[src/rtl/vend_pkg.sv]
package vend_pkg;

  typedef enum logic [1:0] {
    ST_EMPTY   = 2'd0,
    ST_HOLDING = 2'd1,
    ST_FULL    = 2'd2
  } vendState_t;

  typedef struct packed {
    logic addBill;
    logic doSmall;
    logic doLarge;
    logic refuse;
  } vendStrobe_t;

endpackage

[src/rtl/vend_control.sv]
module vend_control
  import vend_pkg::*;
(
  input  logic        clk,
  input  logic        rst,
  input  logic        billIn,
  input  logic        reqSmall,
  input  logic        reqLarge,
  input  logic        fullAfterAdd,
  input  logic        affordSmall,
  input  logic        affordLarge,
  output vendStrobe_t strobe
);

  vendState_t stateQ, stateD;

  // Event selection: bill beats large, large beats small; losers dropped.
  always_comb begin
    strobe = '0;
    stateD = stateQ;
    if (billIn) begin
      if (stateQ == ST_FULL) begin
        strobe.refuse = 1'b1;
      end else begin
        strobe.addBill = 1'b1;
        stateD = fullAfterAdd ? ST_FULL : ST_HOLDING;
      end
    end else if (reqLarge) begin
      if (stateQ != ST_EMPTY && affordLarge) begin
        strobe.doLarge = 1'b1;
        stateD = ST_EMPTY;
      end
    end else if (reqSmall) begin
      if (stateQ != ST_EMPTY && affordSmall) begin
        strobe.doSmall = 1'b1;
        stateD = ST_EMPTY;
      end
    end
  end

  always_ff @(posedge clk) begin
    if (rst) stateQ <= ST_EMPTY;
    else     stateQ <= stateD;
  end

endmodule

[src/rtl/vend_datapath.sv]
module vend_datapath
  import vend_pkg::*;
#(
  parameter int BILL_QUARTERS  = 4,
  parameter int MAX_QUARTERS   = 8,
  parameter int SMALL_QUARTERS = 4,
  parameter int LARGE_QUARTERS = 5,
  parameter int CREDIT_W       = 4,
  parameter int CHANGE_W       = 3
) (
  input  logic                clk,
  input  logic                rst,
  input  vendStrobe_t         strobe,
  output logic                fullAfterAdd,
  output logic                affordSmall,
  output logic                affordLarge,
  output logic                serveSmall,
  output logic                serveLarge,
  output logic                ejectBill,
  output logic [CHANGE_W-1:0] changeQuarters,
  output logic [CREDIT_W-1:0] creditQuarters
);

  localparam int WIDE_W = CREDIT_W + 2;

  logic [CREDIT_W-1:0] creditQ;
  logic [WIDE_W-1:0]   twoAhead;

  assign twoAhead     = WIDE_W'(creditQ) + WIDE_W'(2 * BILL_QUARTERS);
  assign fullAfterAdd = twoAhead > WIDE_W'(MAX_QUARTERS);
  assign affordSmall  = creditQ >= CREDIT_W'(SMALL_QUARTERS);
  assign affordLarge  = creditQ >= CREDIT_W'(LARGE_QUARTERS);

  always_ff @(posedge clk) begin
    if (rst) begin
      creditQ        <= '0;
      serveSmall     <= 1'b0;
      serveLarge     <= 1'b0;
      ejectBill      <= 1'b0;
      changeQuarters <= '0;
    end else begin
      serveSmall     <= strobe.doSmall;
      serveLarge     <= strobe.doLarge;
      ejectBill      <= strobe.refuse;
      changeQuarters <= '0;
      if (strobe.addBill) begin
        creditQ <= creditQ + CREDIT_W'(BILL_QUARTERS);
      end else if (strobe.doLarge) begin
        creditQ        <= '0;
        changeQuarters <= CHANGE_W'(creditQ - CREDIT_W'(LARGE_QUARTERS));
      end else if (strobe.doSmall) begin
        creditQ        <= '0;
        changeQuarters <= CHANGE_W'(creditQ - CREDIT_W'(SMALL_QUARTERS));
      end
    end
  end

  assign creditQuarters = creditQ;

endmodule

[src/rtl/coffee_credit_ctrl.sv]
module coffee_credit_ctrl
  import vend_pkg::*;
#(
  parameter int BILL_QUARTERS  = 4,
  parameter int MAX_QUARTERS   = 8,
  parameter int SMALL_QUARTERS = 4,
  parameter int LARGE_QUARTERS = 5,
  parameter int CREDIT_W       = $clog2(MAX_QUARTERS + 1),
  parameter int CHANGE_W       = $clog2(MAX_QUARTERS - SMALL_QUARTERS + 1)
) (
  input  logic                clk,
  input  logic                rst,
  input  logic                billIn,
  input  logic                reqSmall,
  input  logic                reqLarge,
  output logic                serveSmall,
  output logic                serveLarge,
  output logic                ejectBill,
  output logic [CHANGE_W-1:0] changeQuarters,
  output logic [CREDIT_W-1:0] creditQuarters
);

  vendStrobe_t strobe;
  logic fullAfterAdd, affordSmall, affordLarge;

  vend_control u_control (
    .clk          (clk),
    .rst          (rst),
    .billIn       (billIn),
    .reqSmall     (reqSmall),
    .reqLarge     (reqLarge),
    .fullAfterAdd (fullAfterAdd),
    .affordSmall  (affordSmall),
    .affordLarge  (affordLarge),
    .strobe       (strobe)
  );

  vend_datapath #(
    .BILL_QUARTERS  (BILL_QUARTERS),
    .MAX_QUARTERS   (MAX_QUARTERS),
    .SMALL_QUARTERS (SMALL_QUARTERS),
    .LARGE_QUARTERS (LARGE_QUARTERS),
    .CREDIT_W       (CREDIT_W),
    .CHANGE_W       (CHANGE_W)
  ) u_datapath (
    .clk            (clk),
    .rst            (rst),
    .strobe         (strobe),
    .fullAfterAdd   (fullAfterAdd),
    .affordSmall    (affordSmall),
    .affordLarge    (affordLarge),
    .serveSmall     (serveSmall),
    .serveLarge     (serveLarge),
    .ejectBill      (ejectBill),
    .changeQuarters (changeQuarters),
    .creditQuarters (creditQuarters)
  );

endmodule

[config.mk]
export PLATFORM = sky130hd
export DESIGN_NAME = coffee_credit_ctrl
export DESIGN_NICKNAME = d
export VERILOG_FILES = /design/src/rtl/vend_pkg.sv /design/src/rtl/vend_control.sv /design/src/rtl/vend_datapath.sv /design/src/rtl/coffee_credit_ctrl.sv
export SDC_FILE = /design/constraint.sdc
export NUM_CORES = 1
export LEC_CHECK = 0
export ABC_AREA = 1
export CAP_MARGIN = 20
export CORE_UTILIZATION = 35
export DETAILED_ROUTE_END_ITERATION = 10
export DONT_BUFFER_PORTS = 1
export SYNTH_ARGS = -nofsm -noshare
export SYNTH_HDL_FRONTEND = slang
export SYNTH_HIERARCHICAL = 1
export SYNTH_SLANG_ARGS = --single-unit
export TNS_END_PERCENT = 10
[constraint.sdc]
create_clock -name clk -period 1.9 [get_ports clk]
set_clock_uncertainty 0.1 [all_clocks]
set_input_delay 0.19 -clock clk [delete_from_list [all_inputs] [get_ports clk]]
set_output_delay 0.19 -clock clk [all_outputs]
set_load 0.02 [all_outputs]
==> results by group, run 1 <==
Run status
  – Status: finished, final reports clean

Critical path
  – Crit. End Element: flop
  – Critical Path RT: 1940 ps
  – Slowest library cell on the worst path: dfxtp_1
  – Crit path buf inv count: 3
  – Crit-path leading delay family: simple AND/OR/NAND/NOR gates
  – Cell Chain, Critical Path: inv_1, ha_1, inv_1, nand2_1, inv_1, nand2_1, nor3_2, nor2_2, nand3_1, a21oi_1
  – WS Path Type: flop to flop
  – Crit path largest cell delay: 470 ps
  – Startpoint Class: flop
  – CP most frequent cell: inv_1
  – Max FO, Critical Path: 3
  – WP data arrival: ~1700 ps

Die
  – Die ar.: 1476 sq um
  – Die Wd: 38.42 microns
  – Starting Density: 39.64%
  – Die height: ~38 microns
  – I/O pins: 15
  – Row count: 12
  – Core area: 1171 sq um

Detailed routing
  – Antenna Nets Post-Route: 0
  – Vias per cell: between 4 and 5
  – DRC: 0
  – Final WL: about 810 microns
  – Initial DRC count: 7
  – Total number of vias: 398
  – Routed wire per std cell: 9.146 microns
  – First-pass DRT Iterations: 2

Cells and area
  – ANT cells: 0
  – Final nets: 82
  – Final instance area: ~530 sq um
  – Layout Cells excl Fill: 89
  – FILL cells: roughly 130
  – Share of cells above drive strength 1: 14.67%
  – Area grow syn2layout: 13.75%

Power and ir drop
  – Switching portion of total power: 28.53%
  – Overall power: 0.0004355 W
  – Pwr/cell area: 824.8 nW/um^2
  – Internal: 0.0003112 W
  – Sw Pwr: approximately 0.00012 W
  – Comb pwr share: 18.5%
  – Flop pwr share: about half
  – Pleak: approximately 0.26 nW
  – Clock power share: around a third
  – Max IR drop VDD: 0.3814 mV

Synthesis
  – Synth Area in XOR/XNOR: 0%
  – YS warnings: 6
  – Synth Area in Adders: 2.695%
  – Multiplexer share of the synthesized area: 0%
  – Syn Area/Cell: 6.631 sq um
  – Netlist area before placement: 464.2 sq um
  – Distinct cells, synth: 18
  – Largest family of logic cells by synthesized area: simple AND/OR/NAND/NOR gates
  – Post-Synth Simple-Gate Area: a little under a third
  – Synth Register Bits: 9
  – Part of the Yosys area used for sequential elements: 38.81%
  – Syn Inst Count: 70
  – Post-synthesis compound-gate area fraction: 6.469%

Global routing
  – Total gr overflow: 0
  – Vias in the first global route: 307
  – Largest net degree at the start of global routing: 9
  – First-pass GRT wire length: ~1300 microns
  – Total GRT Usage: between 10% and 20%
  – Antenna violations before repair: 0

Place
  – Dpl hpwl: 596 microns
  – Buffers on Ports: 0
  – Placed Area: 466.7 sq um
  – RD Place Congestion: 0.8204
  – Inst Count DP: approximately 80

STA
  – Hold Fails Final Rpt: 0
  – Period minus WS final: between 1500 and 2000 ps
  – RSZ-0062 raised after global routing: false
  – Tcrit/Tclk final: 84.92%
  – Fmax: 619.8 MHz
  – # setup viols final: 0
  – Fin. max-slew vios: 0
  – Hold_ws: 66.37 ps
  – Setup_tns: 0 ps

CTS
  – # H-tree levels: 1
  – Longest Clk Path Bufs: 2
  – Root buf cell: clkbuf_4
  – CTS tree: done
  – Clock Latency Late Sink: 260 ps
  – CTS sink cnt: 9
  – Total CTS buffers: 3
  – Worst-path clk slew: around 60 ps

Worst hold path
  – Worst min path class: input pin to flop

Job
  – Max-cap viol count: 0
## area by class of cell
type	instances	area, sq um	share of cell area [%]
Multi-Input combinational cell	41	198.9	37.68
Sequential cell	9	180.2	34.12
Inverter	16	60.06	11.37
Timing Repair Buffer	5	45.04	8.531
Clock buffer	4	26.28	4.976
Tap cell	14	17.52	3.318
## per-stage QoR
step                setup WS, ps  util, %
global placement           247.2    39.85
CTS                        182.2    42.95
finish                     286.5    45.09
global route               117.9    45.09
detailed placement         207.7    39.85
floorplan                  290.3        -
## final timing paths
kind | end | cells past startpoint | start | slack, ps
hold reg to reg | u_datapath/creditQuarters[2]$_SDFFE_PP0P_ | 3 | u_datapath/creditQuarters[2]$_SDFFE_PP0P_ | 440
hold / removal | u_datapath/serveLarge$_SDFF_PP0_ | 3 | billIn | 70
setup reg to reg | u_datapath/creditQuarters[3]$_SDFFE_PP0P_ | 10 | u_datapath/creditQuarters[3]$_SDFFE_PP0P_ | 290
setup / recovery | u_datapath/creditQuarters[3]$_SDFFE_PP0P_ | 10 | u_datapath/creditQuarters[3]$_SDFFE_PP0P_ | 290
## cells in the mapped netlist
cell type | n | area share (%)
inv_1 | 14 | 11
nand2_1 | 11 | 8.9
dfxtp_1 | 9 | 39
nor2_1 | 8 | 6.5
a21oi_1 | 4 | 4.3
buf_4 | 4 | 6.5
nand3_1 | 4 | 4.3
nor3_1 | 3 | 3.2
inv_2 | 2 | 1.6
nand4_1 | 2 | 2.7
nor2_2 | 2 | 2.7
clkbuf_1 | 1 | 0.81
conb_1 | 1 | 0.81
ha_1 | 1 | 2.7
nand2_2 | 1 | 1.3
o21ai_0 | 1 | 1.1
o21ai_1 | 1 | 1.1
or2_0 | 1 | 1.3
## state kept, by name, indices dropped and copies added, names as in the netlist
register	count
u_control/stateQ	2
u_datapath/changeQuarters	2
u_datapath/creditQuarters	2
u_datapath/ejectBill	1
u_datapath/serveLarge	1
u_datapath/serveSmall	1
## placed cells by master (no fill, tap or decap), types with 3 or more instances in the layout
cell type	netlist	routed
dlygate4sd3_1	0	3
nand2_1	11	11
nand3_1	4	4
a21oi_1	4	4
nor2_1	8	8
inv_1	14	14
dfxtp_1	9	9
clkbuf_4	0	3
## worst reg2reg max path, stage by stage (launching register included)
cell     delay (ps)
dfxtp_1         470
inv_1            80
ha_1            180
inv_1            80
nand2_1          50
inv_1            50
nand2_1          70
nor3_2          200
nor2_2           80
nand3_1          80
a21oi_1          60
## cells by family (layout without fill, tap and decap cells)
| kind of cell | Yosys count | after routing |
|---|---|---|
| AOI/OAI and AO/OA | 6 | 6 |
| adders and majority gates | 1 | 1 |
| buffers and inverters | 21 | 25 |
| DFF | 9 | 9 |
| other | 1 | 2 |
| and+or+nand+nor | 32 | 32 |
## routing by layer
layer  vias up  wire length (microns)  track usage [%]
met1       166                    407            16.43
li1        217                      -                -
met2        15                    345            18.22
met3         0                     61            11.05
met5         -                      0                0
met4         0                      0            3.448
## power groups by stage
stage          clock, W  combinational (W)  sequential [W]
6_report       0.000144          0.0000804        0.000211
2_1_floorplan         0          0.0000619        0.000217
5_1_grt        0.000159          0.0000932        0.000212
3_3_place_gp          0          0.0000721        0.000215
3_5_place_dp          0          0.0000716        0.000215
4_1_cts        0.000152          0.0000759        0.000211
## what timing repair did
item                       in CTS  in global routing
setup buffers                   0                  0
hold buffers                    1                  2
setup endpoints to repair       0                  2
resized for setup               0                  1
hold endpoints to repair        8                  1
(Power assumes the default switching activity.)
==> run 2, diff against run 1 <==
==> constraint.sdc (replaced) <==
create_clock -name clk -period 1.3 [get_ports clk]
set_clock_uncertainty 0.1 [all_clocks]
set_input_delay 0.13 -clock clk [delete_from_list [all_inputs] [get_ports clk]]
set_output_delay 0.13 -clock clk [all_outputs]
set_load 0.02 [all_outputs]
==> run 2 against run 1 <==
  * The run now ends with negative hold slack, negative setup slack left
  * Critical path depth unchanged
  * Non-clock buffer count up 3
  * Worst setup slack worse by 370 ps
  * Clock-buffer cell count unchanged
  * Sequential cell count unchanged
  * Via count up 4.5%
  * Final area up 12%
  * Critical endpoint is now u_datapath/creditQuarters[2]$_SDFFE_PP0P_
  * Highest routed layer is now met4
==> results by group, run 2 (same netlist as run 1, synthesis figures left out) <==
Critical path
  – Crit. End Element: flop
  – Max FO, Critical Path: 3
  – CP most frequent cell: inv_2
  – Startpoint Class: flop
  – WS Path Type: flop to flop
  – Crit path largest cell delay: 390 ps
  – Cell Chain, Critical Path: inv_2, ha_4, inv_2, nand2_1, inv_1, nand2_2, nor3_4, nor2_2, nand3_1, a21oi_1
  – Critical Path RT: 1360 ps
  – Crit-path leading delay family: simple AND/OR/NAND/NOR gates
  – Slowest library cell on the worst path: dfxtp_4
  – WP data arrival: 1440 ps
  – Crit path buf inv count: 3

CTS
  – # H-tree levels: 1
  – Root buf cell: clkbuf_4
  – CTS tree: done
  – Longest Clk Path Bufs: 2
  – # hold bufs at CTS: 2
  – Total CTS buffers: 3
  – Worst-path clk slew: roughly 70 ps
  – Post-CTS setup buffers: 0
  – CTS sink cnt: 9
  – Clock Latency Late Sink: 270 ps

Cells and area
  – Fin util: 50.43%
  – Most common cell after layout, fill and taps aside: inv_1
  – Area grow syn2layout: 27.22%
  – Share of cells above drive strength 1: 32.05%
  – ANT cells: 0
  – Final nets: 85
  – Most frequent cells in the layout: inv_1 (11), nand2_1 (9), nor2_1 (8)

Die
  – Die height: 38.42 microns
  – Core area: 1171 sq um
  – Die ar.: 1476 sq um
  – Starting Density: 39.64%
  – Row count: 12
  – Die Wd: 38.42 microns
  – I/O pins: 15

Detailed routing
  – Initial DRC count: 12
  – Final WL: ~950 microns
  – DRC: 0
  – Routed wire per std cell: approximately 10 microns
  – First-pass DRT Iterations: 4
  – Antenna Nets Post-Route: 0
  – Vias per cell: 4.522
  – Total number of vias: around 420

Job
  – Max-cap viol count: 0

Place
  – RD Place Congestion: 0.7572
  – Dpl ws: -160.1 ps
  – Dpl hpwl: 692.8 microns
  – Buffers on Ports: 0

STA
  – RSZ-0062 raised after global routing: true
  – Fmax: 724.8 MHz
  – Hold_ws: -186.2 ps
  – Setup_tns: -223.5 ps
  – Period minus WS final: between 1000 and 1500 ps
  – # setup viols final: 5
  – Crit path setup slack, layout: -79.71 ps
  – Fin. max-slew vios: 0
  – Hold Fails Final Rpt: 7
  – Tcrit/Tclk final: 106.1%

Global routing
  – Total gr overflow: 0
  – Antenna violations before repair: 0
  – Total GRT Usage: roughly 16%
  – Vias in the first global route: 372
  – First-pass GRT wire length: 1511 microns
  – Largest net degree at the start of global routing: 9

Power and ir drop
  – Pleak: ~0.29 nW
  – Max IR drop VDD: 0.6041 mV
  – Pwr/cell area: 1140 nW/um^2

Run status
  – Status: finished with violations
  – Failing checks: negative hold slack, negative setup slack

Worst hold path
  – Worst min path class: input pin to flop
[run 2: cell count changes in the layout (fill, tap and decap cells not counted), moves of 2 or more]
cell     delta
buf_4       +4
inv_1       -3
dfxtp_1     -2
dfxtp_4     +2
inv_2       +2
nand2_1     -2
nand2_2     +2
[run 2: worst paths after layout]
path / start / to / slack, ps / cells past startpoint
worst max-delay path: u_datapath/creditQuarters[3]$_SDFFE_PP0P_ / u_datapath/creditQuarters[2]$_SDFFE_PP0P_ / -80 / 10
worst min-delay path: rst / u_datapath/creditQuarters[3]$_SDFFE_PP0P_ / -190 / 1
worst max register to register: u_datapath/creditQuarters[3]$_SDFFE_PP0P_ / u_datapath/creditQuarters[2]$_SDFFE_PP0P_ / -80 / 10
worst min register to register: u_datapath/creditQuarters[2]$_SDFFE_PP0P_ / u_datapath/creditQuarters[2]$_SDFFE_PP0P_ / 440 / 3
[run 2: per-stage QoR]
stage / total power [W] / cells / cell area (sq um)
finish: 0.0006733 / 92 / 590.6
CTS: 0.0006786 / 92 / 579.3
floorplan: 0.0004192 / 71 / 495.5
global placement: 0.0004443 / 86 / 524.3
detailed placement: 0.0004479 / 86 / 524.3
global route: 0.0007160 / 92 / 590.6
[run 2: worst reg2reg max path: stages, from the launching register on]
cell	delay [ps]
dfxtp_4	390
inv_2	50
ha_4	150
inv_2	50
nand2_1	40
inv_1	50
nand2_2	80
nor3_4	170
nor2_2	60
nand3_1	60
a21oi_1	70
[run 2: area by class of cell]
| type | instances | area (sq um) |
|---|---|---|
| fillers | 122 | 580.6 |
| repair buffers | 8 | 65.06 |
| inverters | 16 | 62.56 |
| flip-flops and latches | 9 | 187.7 |
| multi-input cells | 41 | 231.5 |
| clock buffers | 4 | 26.28 |
| well taps | 14 | 17.52 |
[run 2: timing repair]
action	4_1_cts	5_1_grt
resized for setup	2	3
endpoints found under the hold margin	9	7
endpoints found under the setup margin	6	7
pin swaps	1	2
[run 2: report_power, final]
| group | leakage [nW] | switching (W) | internal (W) |
|---|---|---|---|
| sequential | 0.0748 | 0.0000202 | 0.000292 |
| clock | 0.0150 | 0.000100 | 0.000118 |
| combinational | 0.200 | 0.0000806 | 0.0000627 |
| total | 0.289 | 0.000201 | 0.000473 |
[run 2: per-layer routing]
layer / share of wire, % / up-vias / global-route usage [%]
met4: 2.0 / 0 / 10.34
li1: - / 220 / -
met1: 44 / 178 / 16.67
met3: 8.0 / 4 / 11.63
met5: 0 / - / 0
met2: 46 / 14 / 23.31
